File: config.mk
export PLATFORM = sky130hd
export DESIGN_NAME = lcd_pwr_gate
export DESIGN_NICKNAME = d
export VERILOG_FILES = /design/src/rtl/lcd_pwr_pkg.sv /design/src/rtl/lcd_mode_ctrl.sv /design/src/rtl/lcd_sync_gen.sv /design/src/rtl/lcd_out_gate.sv /design/src/rtl/lcd_pwr_gate.sv
export SDC_FILE = /design/constraint.sdc
export NUM_CORES = 1
export LEC_CHECK = 0
export BUFFER_PORTS_ARGS = -buffer_cell sky130_fd_sc_hd__buf_2
export CAP_MARGIN = 15
export CORE_MARGIN = 5
export CORE_UTILIZATION = 35
export CTS_CLUSTER_SIZE = 30
export DETAILED_ROUTE_END_ITERATION = 10
export GPL_TIMING_DRIVEN = 0
export PLACE_DENSITY = 0.63
export SETUP_SLACK_MARGIN = 0.05
export SYNTH_ARGS = -nofsm -noshare
export SYNTH_HDL_FRONTEND = slang
export SYNTH_SLANG_ARGS = --single-unit
File: constraint.sdc
create_clock -name clk -period 1.3 [get_ports clk]
set_input_delay 0.13 -clock clk [delete_from_list [all_inputs] [get_ports clk]]
set_output_delay 0.13 -clock clk [all_outputs]
set_load 0.01 [all_outputs]
File: src/rtl/lcd_pwr_pkg.sv
package lcd_pwr_pkg;

  // Encodings match the software-visible mode field.
  typedef enum logic [1:0] {
    PM_SAVE = 2'b00,
    PM_DOZE = 2'b10,
    PM_RUN  = 2'b11
  } pmode_e;

  // Reserved code falls to the lowest-power state.
  function automatic pmode_e decode_mode(input logic [1:0] field);
    case (field)
      2'b11:   decode_mode = PM_RUN;
      2'b10:   decode_mode = PM_DOZE;
      default: decode_mode = PM_SAVE;
    endcase
  endfunction

endpackage

File: src/rtl/lcd_mode_ctrl.sv
module lcd_mode_ctrl
  import lcd_pwr_pkg::*;
(
  input  logic       clk,
  input  logic       rst_n,
  input  logic       wr_en,
  input  logic [1:0] wr_field,
  input  logic       frame_end,
  output logic [1:0] field_q,
  output pmode_e     mode_q
);

  logic [1:0] field_d;
  pmode_e     mode_d;
  logic       apply_en;

  always_comb begin
    field_d  = wr_en ? wr_field : field_q;
    // Power-save has no frame in progress: any cycle is a boundary.
    apply_en = (mode_q == PM_SAVE) || frame_end;
    mode_d   = apply_en ? decode_mode(field_q) : mode_q;
  end

  always_ff @(posedge clk or negedge rst_n) begin
    if (!rst_n) begin
      field_q <= 2'b00;
      mode_q  <= PM_SAVE;
    end else begin
      if (wr_en)    field_q <= field_d;
      if (apply_en) mode_q  <= mode_d;
    end
  end

endmodule

File: src/rtl/lcd_sync_gen.sv
module lcd_sync_gen #(
  parameter int H_TOTAL = 10,
  parameter int V_TOTAL = 4,
  parameter int H_BLANK = 2
) (
  input  logic clk,
  input  logic rst_n,
  input  logic run_en,
  output logic line_pulse,
  output logic frame_pulse,
  output logic active,
  output logic odd_px,
  output logic frame_end
);

  localparam int HW = (H_TOTAL > 1) ? $clog2(H_TOTAL) : 1;
  localparam int VW = (V_TOTAL > 1) ? $clog2(V_TOTAL) : 1;
  localparam logic [HW-1:0] H_LAST = HW'(H_TOTAL - 1);
  localparam logic [VW-1:0] V_LAST = VW'(V_TOTAL - 1);
  localparam logic [HW-1:0] H_ACT  = HW'(H_BLANK);

  logic [HW-1:0] h_q, h_d;
  logic [VW-1:0] v_q, v_d;
  logic          line_end;

  always_comb begin
    line_end  = (h_q == H_LAST);
    frame_end = run_en && line_end && (v_q == V_LAST);
    h_d = h_q;
    v_d = v_q;
    if (!run_en) begin
      h_d = '0;
      v_d = '0;
    end else if (line_end) begin
      h_d = '0;
      v_d = (v_q == V_LAST) ? '0 : v_q + 1'b1;
    end else begin
      h_d = h_q + 1'b1;
    end
  end

  always_ff @(posedge clk or negedge rst_n) begin
    if (!rst_n) begin
      h_q <= '0;
      v_q <= '0;
    end else begin
      h_q <= h_d;
      v_q <= v_d;
    end
  end

  assign line_pulse  = run_en && (h_q == '0);
  assign frame_pulse = line_pulse && (v_q == '0);
  assign active      = run_en && (h_q >= H_ACT);
  assign odd_px      = h_q[0];

endmodule

File: src/rtl/lcd_out_gate.sv
module lcd_out_gate
  import lcd_pwr_pkg::*;
#(
  parameter int DATA_W = 12
) (
  input  logic              clk,
  input  logic              rst_n,
  input  pmode_e            mode,
  input  logic              line_pulse,
  input  logic              frame_pulse,
  input  logic              active,
  input  logic              odd_px,
  input  logic [DATA_W-1:0] src_data,
  input  logic              fetch_ack,
  output logic              fetch_req,
  output logic [DATA_W-1:0] pix_data,
  output logic              pix_shift,
  output logic              line_sync,
  output logic              frame_sync,
  output logic              data_rdy
);

  logic run_m, sync_m, pix_en;
  logic pend_q, pend_d;

  always_comb begin
    run_m  = (mode == PM_RUN);
    sync_m = (mode == PM_RUN) || (mode == PM_DOZE);
    pix_en = run_m && active;
    pend_d = run_m && (pend_q ? !fetch_ack : active);
  end

  always_ff @(posedge clk or negedge rst_n) begin
    if (!rst_n) pend_q <= 1'b0;
    else        pend_q <= pend_d;
  end

  // Per-bit park of the pixel bus.
  for (genvar b = 0; b < DATA_W; b++) begin : g_pix
    assign pix_data[b] = pix_en & src_data[b];
  end

  assign pix_shift  = pix_en && odd_px;
  assign line_sync  = sync_m && line_pulse;
  assign frame_sync = sync_m && frame_pulse;
  assign data_rdy   = sync_m && active;
  assign fetch_req  = run_m && pend_q;

endmodule

File: src/rtl/lcd_pwr_gate.sv
module lcd_pwr_gate
  import lcd_pwr_pkg::*;
#(
  parameter int DATA_W  = 12,
  parameter int H_TOTAL = 10,
  parameter int V_TOTAL = 4,
  parameter int H_BLANK = 2
) (
  input  logic              clk,
  input  logic              rst_n,
  input  logic              reg_we,
  input  logic [1:0]        reg_wdata,
  output logic [1:0]        reg_rdata,
  input  logic [DATA_W-1:0] eng_data,
  input  logic              fetch_ack,
  output logic              fetch_req,
  output logic [DATA_W-1:0] pix_data,
  output logic              pix_shift,
  output logic              line_sync,
  output logic              frame_sync,
  output logic              data_rdy
);

  logic [1:0] rst_pipe;
  logic       rst_sn;
  pmode_e     mode_q;
  logic       frame_end, line_pulse, frame_pulse, active, odd_px, run_en;

  // Asynchronous assertion, synchronous release.
  always_ff @(posedge clk or negedge rst_n) begin
    if (!rst_n) rst_pipe <= 2'b00;
    else        rst_pipe <= {rst_pipe[0], 1'b1};
  end
  assign rst_sn = rst_pipe[1];

  assign run_en = (mode_q != PM_SAVE);

  lcd_mode_ctrl u_mode (
    .clk       (clk),
    .rst_n     (rst_sn),
    .wr_en     (reg_we),
    .wr_field  (reg_wdata),
    .frame_end (frame_end),
    .field_q   (reg_rdata),
    .mode_q    (mode_q)
  );

  lcd_sync_gen #(
    .H_TOTAL (H_TOTAL),
    .V_TOTAL (V_TOTAL),
    .H_BLANK (H_BLANK)
  ) u_sync (
    .clk         (clk),
    .rst_n       (rst_sn),
    .run_en      (run_en),
    .line_pulse  (line_pulse),
    .frame_pulse (frame_pulse),
    .active      (active),
    .odd_px      (odd_px),
    .frame_end   (frame_end)
  );

  lcd_out_gate #(
    .DATA_W (DATA_W)
  ) u_gate (
    .clk         (clk),
    .rst_n       (rst_sn),
    .mode        (mode_q),
    .line_pulse  (line_pulse),
    .frame_pulse (frame_pulse),
    .active      (active),
    .odd_px      (odd_px),
    .src_data    (eng_data),
    .fetch_ack   (fetch_ack),
    .fetch_req   (fetch_req),
    .pix_data    (pix_data),
    .pix_shift   (pix_shift),
    .line_sync   (line_sync),
    .frame_sync  (frame_sync),
    .data_rdy    (data_rdy)
  );

endmodule

==> impl_metrics.json <==
{
  "run_status": "finished with violations",
  "violations": "negative setup slack",
  "post-route-util_pct": 58.63,
  "drv_cap": 0,
  "tns_ps": -4139,
  "global_route.usage.total_pct": 10.51,
  "cts.sinks": 13,
  "ys_top_cells_by_count": "14 x and2_1, 13 x dfrtp_1, 5 x nand2_1, 4 x inv_1",
  "grt_pass1_vias": 616,
  "clock_latency_ps": 260,
  "die_h_um": 54.70,
  "synth_cell_type_count": 27,
  "grt-ovfl-total": 0,
  "path_buf_inv": 2,
  "synth-seq-area-share_pct": 46.51,
  "setup_ws_ps": -287.0,
  "syn-num-nets": 88,
  "gp_congestion": 0.6478,
  "drt-initial-drc-count": 4,
  "yosysWarnings": 0,
  "detail-route-antenna-nets": 0,
  "start_kind": "flip-flop",
  "slowest_delay_ps": 450,
  "critPathKind": "flip-flop to primary output",
  "critPathMaxFanout": 5,
  "antenna_found_initial": 0,
  "avgSynthCellArea_um2": 10.29,
  "h-tree-depth": 1,
  "routed_via_density": 4.657,
  "core-area_um2": 1942,
  "dp_hpwl_mm": 1.243,
  "cp_cell_sequence": "nor3_4, nor2_4, buf_6, and2_1, buf_2",
  "port_buffers": 36,
  "grt_first_pass_wirelength_mm": 2.270,
  "clockBufferDepth": 2,
  "p_leak_nw": 0.5563,
  "num_vias": 666,
  "cts_tree": "built",
  "grt_max_degree": 12,
  "die_x_um": 54.70,
  "synth-seq-cells": 13,
  "rows": 16,
  "endpoint_kind": "primary output",
  "slew_viol_final": 0,
  "post-route-period-util_pct": 122.1,
  "drt_first_pass_iters": 3,
  "min_period_ps": 1587,
  "cp_top_family": "simple AND/OR/NAND/NOR gates",
  "drive_above_1_share_pct": 62.07,
  "crit_required_ps": 1170,
  "finalSetupViolations": 17,
  "synth_edf_count": 0,
  "die-area_um2": 2992,
  "nNetsFinal": 137,
  "initial_utilization_pct": 36.02,
  "yosysTopAreaCell": "dfrtp_1",
  "syn-instance-count": 68,
  "path_clk_slew_ps": 70,
  "syn_area_um2": 699.4,
  "area_growth_pct": 62.79,
  "worstPathArrival_ps": 1460,
  "num_io_pins": 37,
  "wl_per_cell_um": 12.31,
  "drcViolationCount": 0,
  "skew_ps": 1.782,
  "powerDensity_nw_per_um2": 1856,
  "synth_area_leaders": "dfrtp_1 47%, and2_1 13%, mux2_2 4.8%, ha_1 3.6%, nand2_1 2.7%",
  "yosysMostFrequentCell": "and2_1",
  "r2r_cells": 6,
  "worstHoldPathCells": 2,
  "insertedDiodeCount": 0,
  "critical_path_depth": 5,
  "hold_violations": 0,
  "synthFlopType": "dfrtp_1",
  "fmax_mhz": 630.1,
  "wl_mm": 1.761,
  "synth_top_area_share_pct": 46.51,
  "async_flop_share_pct": 100.0,
  "hp-class": "input port to flip-flop",
  "cts_root_buf": "clkbuf_4",
  "ir_worst_vdd_mv": 1.044,
  "rsz0062_at_grt": "yes",
  "cp_slowest_cell": "dfrtp_2",
  "numCtsBuffers": 3
}
-- logic make-up after synthesis --
kind of cell               after synthesis  share of synthesized area, %
buffers and inverters                    5                         3.220
AOI/OAI and AO/OA                       10                         10.91
muxes                                    3                         4.830
xor gates and xnor gates                 2                         2.505
other                                    1                        0.5362
DFF                                     13                         46.51
adders and majority gates                2                         3.577
and+or+nand+nor                         32                         27.91
-- layout make-up --
type,instances,area [µm²]
clock buffer,4,26.28
multi-input combinational,50,400.4
fill,172,803.3
timing repair buffer,44,322.8
inverter,4,15.01
tap,27,33.78
buffer,1,11.26
sequential,13,329.1
-- layer usage --
metal  up-vias  GRT usage, %  share of wire (%)
met5         -             0                  0
met4         0         6.224                1.4
met3         4         2.725                 13
met2        40         19.29                 47
met1       301         10.39                 39
li1        321             -                  -
-- worst register-to-register path: stages, from the launching register on --
cell and delay (ps):
dfrtp_2 450, nor3_4 270, nor2_4 90, buf_6 120, buf_4 120, buf_6 100
a2bb2oi_2 120
-- cells in the final DEF (no fill, tap or decap), types with 2 or more instances in the layout --
cell type	count
dfrtp_2	3
nor2_1	3
buf_4	4
a21oi_1	2
and2_4	11
inv_1	4
mux2_2	3
buf_6	15
buf_2	25
o21ai_0	2
clkbuf_4	3
and2_1	3
ha_1	2
xnor2_1	2
dfrtp_1	10
nand2_1	5
-- per-stage QoR --
step                      hold slack (ps)  setup WS [ps]  total power, mW  std cells  cell area (µm²)
final                               26.37         -287.0            2.113        143             1139
after global routing                20.97         -347.0            2.263        143             1139
after CTS                           22.99         -264.1            1.739        139            982.2
after detailed placement           -83.96         -70.76            1.399        131            913.4
after global placement             -85.90         -70.56            1.380        131            913.4
after floorplan                    -165.6          94.64            1.134         68            699.4
-- where the power goes --
group	switching, mW	internal (mW)
sequential	0.137	0.514
combinational	0.481	0.744
clock	0.118	0.119
total	0.736	1.38
-- repair_timing --
action | in CTS | in global routing
resized for setup | 3 | 32
setup endpoints to repair | 17 | 18
endpoints found under the hold margin | 2 | 0
pin swaps | 3 | 16
hold buffers | 1 | 0
cloned | 0 | 1
buffers inserted | 3 | 3
-- registers in the layout (all words and copies together) (netlist names) --
name / cells
u_mode.mode_q: 2
u_sync.h_q: 4
rst_pipe: 2
u_gate.pend_q: 1
u_sync.v_q: 2
u_mode.field_q: 2
-- worst paths after layout --
kind | to | startpoint | slack, ps
max | pix_data[9] | u_sync.h_q[1] | -290
min | u_gate.pend_q | fetch_ack | 30
max in group asynchronous | u_sync.h_q[1] | rst_pipe[1] | 800
min in group asynchronous | rst_pipe[1] | rst_n | 170
max reg2reg | u_gate.pend_q | u_sync.h_q[1] | -70
min reg2reg | u_sync.h_q[0] | rst_pipe[1] | 180
Note: power is estimated with default switching activity, not from simulation.
